### config.mk
export PLATFORM = sky130hd
export DESIGN_NAME = harm_dds_gen
export DESIGN_NICKNAME = d
export VERILOG_FILES = /design/src/rtl/harm_dds_pkg.sv /design/src/rtl/dds_phase_acc.sv /design/src/rtl/dds_quarter_sine.sv /design/src/rtl/dds_weight_mix.sv /design/src/rtl/harm_dds_gen.sv
export SDC_FILE = /design/constraint.sdc
export NUM_CORES = 2
export LEC_CHECK = 0
export CELL_PAD_IN_SITES_DETAIL_PLACEMENT = 1
export CELL_PAD_IN_SITES_GLOBAL_PLACEMENT = 2
export CORE_MARGIN = 4
export CORE_UTILIZATION = 43
export CTS_CLUSTER_DIAMETER = 200
export DETAILED_ROUTE_END_ITERATION = 8
export GPL_TIMING_DRIVEN = 0
export PLACE_DENSITY = 0.92
export SLEW_MARGIN = 20
export SYNTH_ARGS = -nofsm -noshare
export SYNTH_HDL_FRONTEND = slang
export SYNTH_SLANG_ARGS = --single-unit
### constraint.sdc
create_clock -name clk_i -period 14.5 [get_ports clk_i]
set_input_delay 4.35 -clock clk_i [delete_from_list [all_inputs] [get_ports clk_i]]
set_output_delay 4.35 -clock clk_i [all_outputs]
set_load 0.02 [all_outputs]
### src/rtl/harm_dds_pkg.sv
package harm_dds_pkg;
  localparam int unsigned ACC_W  = 32;
  localparam int unsigned ADDR_W = 10;
  localparam int unsigned OFF_W  = ADDR_W;
  localparam int unsigned MAG_W  = 12;
  localparam int unsigned WGT_W  = 8;
  localparam int unsigned OUT_W  = 16;
  localparam int unsigned QIDX_W = ADDR_W - 2;
  localparam int unsigned QDEPTH = 1 << QIDX_W;
  localparam int unsigned SMP_W  = MAG_W + 1;
  localparam int unsigned PROD_W = SMP_W + WGT_W + 1;
  localparam int unsigned PIPE_D = 3;

  // magnitude at the centre of quarter-wave bin idx
  function automatic logic [MAG_W-1:0] qsin_mag(input int idx);
    real ang;
    real val;
    ang = 3.14159265358979 * real'(2 * idx + 1) / real'(4 * QDEPTH);
    val = real'((1 << MAG_W) - 1) * $sin(ang) + 0.5;
    return MAG_W'($rtoi(val));
  endfunction
endpackage

### src/rtl/dds_phase_acc.sv
module dds_phase_acc
  import harm_dds_pkg::*;
#(
  parameter int unsigned MULT = 1
) (
  input  logic             clk_i,
  input  logic             rst_ni,
  input  logic             en_i,
  input  logic [ACC_W-1:0] fcw_i,
  output logic [ACC_W-1:0] acc_o
);
  logic [ACC_W-1:0] inc;
  assign inc = fcw_i * ACC_W'(MULT);

  always_ff @(posedge clk_i or negedge rst_ni) begin
    if (!rst_ni)   acc_o <= '0;
    else if (en_i) acc_o <= acc_o + inc;
  end

  AST_ACC_HOLD: assert property (@(posedge clk_i) disable iff (!rst_ni)
    !en_i |=> $stable(acc_o));
endmodule

### src/rtl/dds_quarter_sine.sv
module dds_quarter_sine
  import harm_dds_pkg::*;
(
  input  logic              clk_i,
  input  logic              rst_ni,
  input  logic [ADDR_W-1:0] addr_i,
  output logic [SMP_W-1:0]  samp_o
);
  logic [MAG_W-1:0]  rom [QDEPTH];
  logic [QIDX_W-1:0] idx;
  logic [SMP_W-1:0]  mag_ext;
  logic              seen_q;

  for (genvar i = 0; i < QDEPTH; i++) begin : g_rom
    localparam logic [MAG_W-1:0] ENTRY = qsin_mag(i);
    assign rom[i] = ENTRY;
  end

  // second and fourth quadrants read the table backwards
  assign idx     = addr_i[ADDR_W-2] ? ~addr_i[QIDX_W-1:0] : addr_i[QIDX_W-1:0];
  assign mag_ext = {1'b0, rom[idx]};

  always_ff @(posedge clk_i or negedge rst_ni) begin
    if (!rst_ni) begin
      samp_o <= '0;
      seen_q <= 1'b0;
    end else begin
      samp_o <= addr_i[ADDR_W-1] ? (~mag_ext + 1'b1) : mag_ext;
      seen_q <= 1'b1;
    end
  end

  AST_LOWER_HALF_NEG: assert property (@(posedge clk_i) disable iff (!rst_ni)
    (seen_q && $past(addr_i[ADDR_W-1])) |-> samp_o[SMP_W-1]);
  AST_UPPER_HALF_POS: assert property (@(posedge clk_i) disable iff (!rst_ni)
    (seen_q && !$past(addr_i[ADDR_W-1])) |-> !samp_o[SMP_W-1]);
endmodule

### src/rtl/dds_weight_mix.sv
module dds_weight_mix
  import harm_dds_pkg::*;
#(
  parameter int unsigned NUM_COMP = 5
) (
  input  logic                      clk_i,
  input  logic                      rst_ni,
  input  logic [NUM_COMP*SMP_W-1:0] samp_i,
  input  logic [NUM_COMP*WGT_W-1:0] wgt_i,
  output logic [OUT_W-1:0]          sum_o
);
  localparam int unsigned SUM_W = PROD_W + $clog2(NUM_COMP + 1);
  localparam logic signed [SUM_W-1:0] MAXV = SUM_W'((1 << (OUT_W - 1)) - 1);
  localparam logic signed [SUM_W-1:0] MINV = -MAXV - 1;

  logic signed [PROD_W-1:0] prod_d [NUM_COMP];
  logic signed [PROD_W-1:0] prod_q [NUM_COMP];
  logic signed [SUM_W-1:0]  sum_d;
  logic [OUT_W-1:0]         sat_d;

  always_comb begin
    for (int c = 0; c < NUM_COMP; c++) begin
      prod_d[c] = PROD_W'($signed(samp_i[c*SMP_W +: SMP_W]))
                * PROD_W'($signed({1'b0, wgt_i[c*WGT_W +: WGT_W]}));
    end
  end

  always_ff @(posedge clk_i or negedge rst_ni) begin
    if (!rst_ni) begin
      for (int c = 0; c < NUM_COMP; c++) prod_q[c] <= '0;
    end else begin
      for (int c = 0; c < NUM_COMP; c++) prod_q[c] <= prod_d[c];
    end
  end

  always_comb begin
    sum_d = '0;
    for (int c = 0; c < NUM_COMP; c++) sum_d = sum_d + SUM_W'(prod_q[c]);
  end

  always_comb begin
    if (sum_d > MAXV)      sat_d = MAXV[OUT_W-1:0];
    else if (sum_d < MINV) sat_d = MINV[OUT_W-1:0];
    else                   sat_d = sum_d[OUT_W-1:0];
  end

  always_ff @(posedge clk_i or negedge rst_ni) begin
    if (!rst_ni) sum_o <= '0;
    else         sum_o <= sat_d;
  end

  // weights enter at the product stage, two registers before sum_o
  AST_ZERO_WEIGHT_SILENT: assert property (@(posedge clk_i) disable iff (!rst_ni)
    (wgt_i == '0) |-> ##2 (sum_o == '0));
endmodule

### src/rtl/harm_dds_gen.sv
module harm_dds_gen
  import harm_dds_pkg::*;
#(
  parameter int unsigned NUM_COMP = 5
) (
  input  logic                      clk_i,
  input  logic                      rst_ni,
  input  logic                      en_i,
  input  logic [ACC_W-1:0]          fcw_i,
  input  logic [NUM_COMP*OFF_W-1:0] phase_off_i,
  input  logic [NUM_COMP*WGT_W-1:0] weight_i,
  output logic [OUT_W-1:0]          sample_o,
  output logic                      valid_o
);
  logic [NUM_COMP*SMP_W-1:0] samp_flat;
  logic [PIPE_D:0]           vld_q;

  for (genvar c = 0; c < NUM_COMP; c++) begin : g_comp
    logic [ACC_W-1:0]  acc;
    logic [ADDR_W-1:0] addr;

    dds_phase_acc #(.MULT(c + 1)) u_acc (
      .clk_i (clk_i),
      .rst_ni(rst_ni),
      .en_i  (en_i),
      .fcw_i (fcw_i),
      .acc_o (acc)
    );

    assign addr = acc[ACC_W-1 -: ADDR_W] + phase_off_i[c*OFF_W +: OFF_W];

    dds_quarter_sine u_sine (
      .clk_i (clk_i),
      .rst_ni(rst_ni),
      .addr_i(addr),
      .samp_o(samp_flat[c*SMP_W +: SMP_W])
    );
  end

  dds_weight_mix #(.NUM_COMP(NUM_COMP)) u_mix (
    .clk_i (clk_i),
    .rst_ni(rst_ni),
    .samp_i(samp_flat),
    .wgt_i (weight_i),
    .sum_o (sample_o)
  );

  // one stage runs alongside the accumulators, three follow them
  always_ff @(posedge clk_i or negedge rst_ni) begin
    if (!rst_ni) vld_q <= '0;
    else         vld_q <= {vld_q[PIPE_D-1:0], en_i};
  end
  assign valid_o = vld_q[PIPE_D];

  AST_VALID_LATENCY: assert property (@(posedge clk_i) disable iff (!rst_ni)
    en_i |-> ##4 valid_o);
  AST_NO_VALID_IDLE: assert property (@(posedge clk_i) disable iff (!rst_ni)
    !en_i |-> ##4 !valid_o);
  AST_RESET_QUIET: assert property (@(posedge clk_i)
    !rst_ni |-> (sample_o == '0 && !valid_o));
endmodule

==> impl_metrics.py <==
metrics = {
    "sta": {
        "slew-limit-headroom_pct": 9.485,
        "finalHoldViolCount": 0,
        "grt_setup_unrepaired": "no",
        "setup_ws_ns": 1.051,
        "setup_violations": 0,
        "fmax_mhz": 74.36,
        "hold_ws_ns": 0.3529,
        "final_max_slew_viol_count": 0,
        "clock_skew_ns": 0.06818,
        "worst_pin_slew_ns": 1.320,
        "period_needed_ns": 13.45,
        "period_share_pct": 92.75,
    },
    "floorplanning": {
        "dieWidth_microns": 414.3,
        "die_y_microns": 414.3,
        "core.rowCount": 148,
        "start_util_pct": 43.46,
        "pin_count": 142,
        "die_area_sq_um": 171700,
        "coreArea_sq_um": 163300,
    },
    "setup_path": {
        "crit_family": "buffers and inverters",
        "setup.worst_path.class": "in2reg",
        "worstPathMaxFanout": 10,
        "crit_arrival_ns": 13.97,
        "slowest_delay_ns": 0.99,
        "r2r_slack_ns": 4.65,
        "cp-start-kind": "primary input",
        "reg2regPathDepth": 26,
        "reg2reg_from": "g_comp[3].u_acc.acc_o[22]",
        "required_ns": 15.02,
        "path_buf_inv": 8,
        "end_kind": "register",
        "cpMaxStageDelayCell": "a2111oi_0",
        "timing.rr.end": "g_comp[3].u_sine.samp_o[11]",
        "cpMostUsedCell": "clkbuf_1",
    },
    "routing": {
        "wl_per_cell_microns": 32.22,
        "drtIter0Drc": 9910,
        "drc": 0,
        "route.final.wire_length_microns": 368400,
        "final_antenna_net_count": 0,
        "via_per_inst": 6.830,
        "first_pass_iters": 7,
        "num_vias": 78091,
    },
    "synthesis": {
        "yosysWarnings": 0,
        "synthesis.instances": 8992,
        "syn-cell-area_sq_um": 70990,
        "yosys.area.top_type": "fa_1",
        "ys_types": 123,
        "yosysSeqAreaShare_pct": 12.41,
        "synth_area_leaders": "fa_1, dfrtp_1, ha_1",
        "synth.top_cell.area_share_pct": 15.12,
        "synth-edff-count": 0,
        "postSynthAreaPerCell_sq_um": 7.895,
        "synthFlopType": "dfrtp_1",
        "ys_ff_latch": 352,
        "async_flop_share_pct": 100.0,
        "synth_nets": 10276,
    },
    "worst_hold_path": {
        "min_path_cells": 0,
        "min-delay-start": "vld_q[1]",
        "holdPathEnd": "vld_q[2]",
        "hold_class": "reg2reg",
    },
    "global_routing": {
        "grt_util_all_layers_pct": 41.15,
        "grt_pass1_wl_microns": 540600,
        "grt_overflow": 0,
        "grt_max_degree": 86,
        "grt_pass1_vias": 80867,
        "antenna_found_initial": 25,
    },
    "cts": {
        "insertion_delay_ns": 0.71,
        "clk_pin_slew_ns": 0.06,
        "cts_made_buffers": 49,
        "cts-resized-gates": 0,
        "root_buffer": "clkbuf_16",
        "cts_tree": "built",
        "cts_setup_buffers": 0,
        "cts.path.max_buffers": 3,
        "cts-hold-fix-buffers": 0,
        "h-tree-depth": 2,
        "cts.sinks": 352,
    },
    "layout": {
        "drive_above_1_share_pct": 6.094,
        "final_nets": 10483,
        "area_growth_pct": 8.957,
        "final_area_sq_um": 77350,
        "layoutNonFillerInstCount": 11434,
    },
    "placed_design": {
        "dp_cells": 11321,
        "dp_slack_ns": 0.9811,
        "hpwl_microns": 284500,
        "gp_congestion": 1.112,
        "dpl_cell_area_sq_um": 75470,
        "portBuffers": 141,
    },
    "outcome": {
        "status": "finished, final reports clean",
    },
    "flow_run": {
        "maxCapViolations": 0,
    },
}
-- state kept, by name, indices dropped and copies added, names as in the netlist --
| register | count |
|---|---|
| g_comp.u_acc.acc_o | 157 |
| u_mix.prod_q | 110 |
| g_comp.u_sine.samp_o | 65 |
| vld_q | 4 |
| u_mix.sum_o | 16 |
-- cell usage after synthesis, types with 123 or more instances --
master / instances
a211oi_1: 157
a21oi_1: 572
a31oi_1: 125
and2_1: 372
buf_2: 123
clkbuf_1: 341
dfrtp_1: 352
fa_1: 536
ha_1: 623
inv_1: 1014
mux2_2: 137
nand2_1: 717
nand3_1: 203
nor2_1: 572
nor3_1: 212
o211ai_1: 142
o21ai_0: 519
xnor2_1: 286
-- cell usage in the layout (no fill, tap or decap), types with 57 or more instances in the layout --
cell                n
fa_1              536
a22oi_1            60
mux2_2            137
xor2_1             89
a21o_1            113
a31oi_1           125
o31ai_1            60
nor2_1            572
nand3_1           203
o21a_1             67
buf_2             124
nand4_1            66
nor3_1            208
nand2_1           717
clkbuf_1          349
or3_1              57
o22ai_1           103
o211ai_1          142
a211oi_1          155
a221oi_1           78
o221ai_1           75
a21oi_1           570
ha_1              623
and2_1            372
clkdlybuf4s50_1   140
xnor2_1           278
a2111oi_0          74
dfrtp_1           352
mux2i_1            98
o21ai_0           513
inv_1            1014
-- worst max path at each step --
| stage | cells past startpoint | from | slack (ns) | end |
|---|---|---|---|---|
| final | 27 | phase_off_i[30] | 1.05 | g_comp[3].u_sine.samp_o[11] |
| after floorplan | 26 | phase_off_i[10] | 4.59 | g_comp[1].u_sine.samp_o[9] |
| after global placement | 1 | rst_ni | -6.99 | g_comp[0].u_sine.samp_o[0] |
| after detailed placement | 27 | phase_off_i[30] | 0.98 | g_comp[3].u_sine.samp_o[11] |
| after CTS | 27 | phase_off_i[30] | 1.65 | g_comp[3].u_sine.samp_o[11] |
| after global routing | 27 | phase_off_i[30] | 1.29 | g_comp[3].u_sine.samp_o[11] |
-- cell type report --
cell class              count  area, sq um
plain buffers             532         2257
diodes                     20        50.05
well taps                2175         2721
inverters                1031         3870
repair buffers            156         1629
multi-input cells        7077        56270
clock buffers              69         1421
fillers                 20161        85980
flip-flops and latches    352         8808
clock inverters            22        325.3
-- metrics by stage --
step	setup TNS, ns	utilization, %
after floorplan	0	-
after global placement	-2414.78	46.00
after detailed placement	0	46.21
after CTS	0	47.28
after global routing	0	47.35
final	0	47.36
-- layer usage --
layer,up-vias,routed length (microns),part of all wire (%),GRT usage (%)
met5,-,84,0.023,0
met3,1492,37940,10,9.770
met1,39032,142800,39,52.08
li1,32566,-,-,-
met2,4989,160700,44,64.06
met4,12,26920,7.3,23.93
-- cells by family (layout without fill, tap and decap cells) --
family | after synthesis | count (layout) | share of synthesized area [%]
xor gates and xnor gates | 388 | 388 | 5.009
adders and majority gates | 1159 | 1159 | 26.10
other | 0 | 20 | 0
DFF | 352 | 352 | 12.41
AOI/OAI and AO/OA | 2777 | 2777 | 26.92
buffers and inverters | 1563 | 1810 | 8.631
and+or+nand+nor | 2505 | 2505 | 17.15
muxes | 248 | 248 | 3.786
-- worst register-to-register path, cell delays in order, from the launching register on --
cell and delay (ns):
dfrtp_1 0.44, ha_1 0.25, fa_1 0.36, buf_2 0.19, a211o_1 0.35, a21oi_2 0.25, nor3_1 0.14, buf_2 0.23
nor2_1 0.15, clkbuf_1 0.45, clkbuf_1 0.69, nand2_1 0.16, nand2_1 0.17, ha_1 0.60, clkbuf_1 0.83, inv_1 0.50
ha_1 0.36, clkbuf_1 0.33, nor2_1 0.41, nor2_1 0.08, a2111oi_0 0.99, o41ai_1 0.29, a211oi_1 0.28, a31o_2 0.26
and4bb_2 0.30, a31oi_1 0.11, xnor2_1 0.49
Power is left out: the tool's default activity adds up to more than one toggle a clock period on the data nets, which glitch-free logic cannot reach.
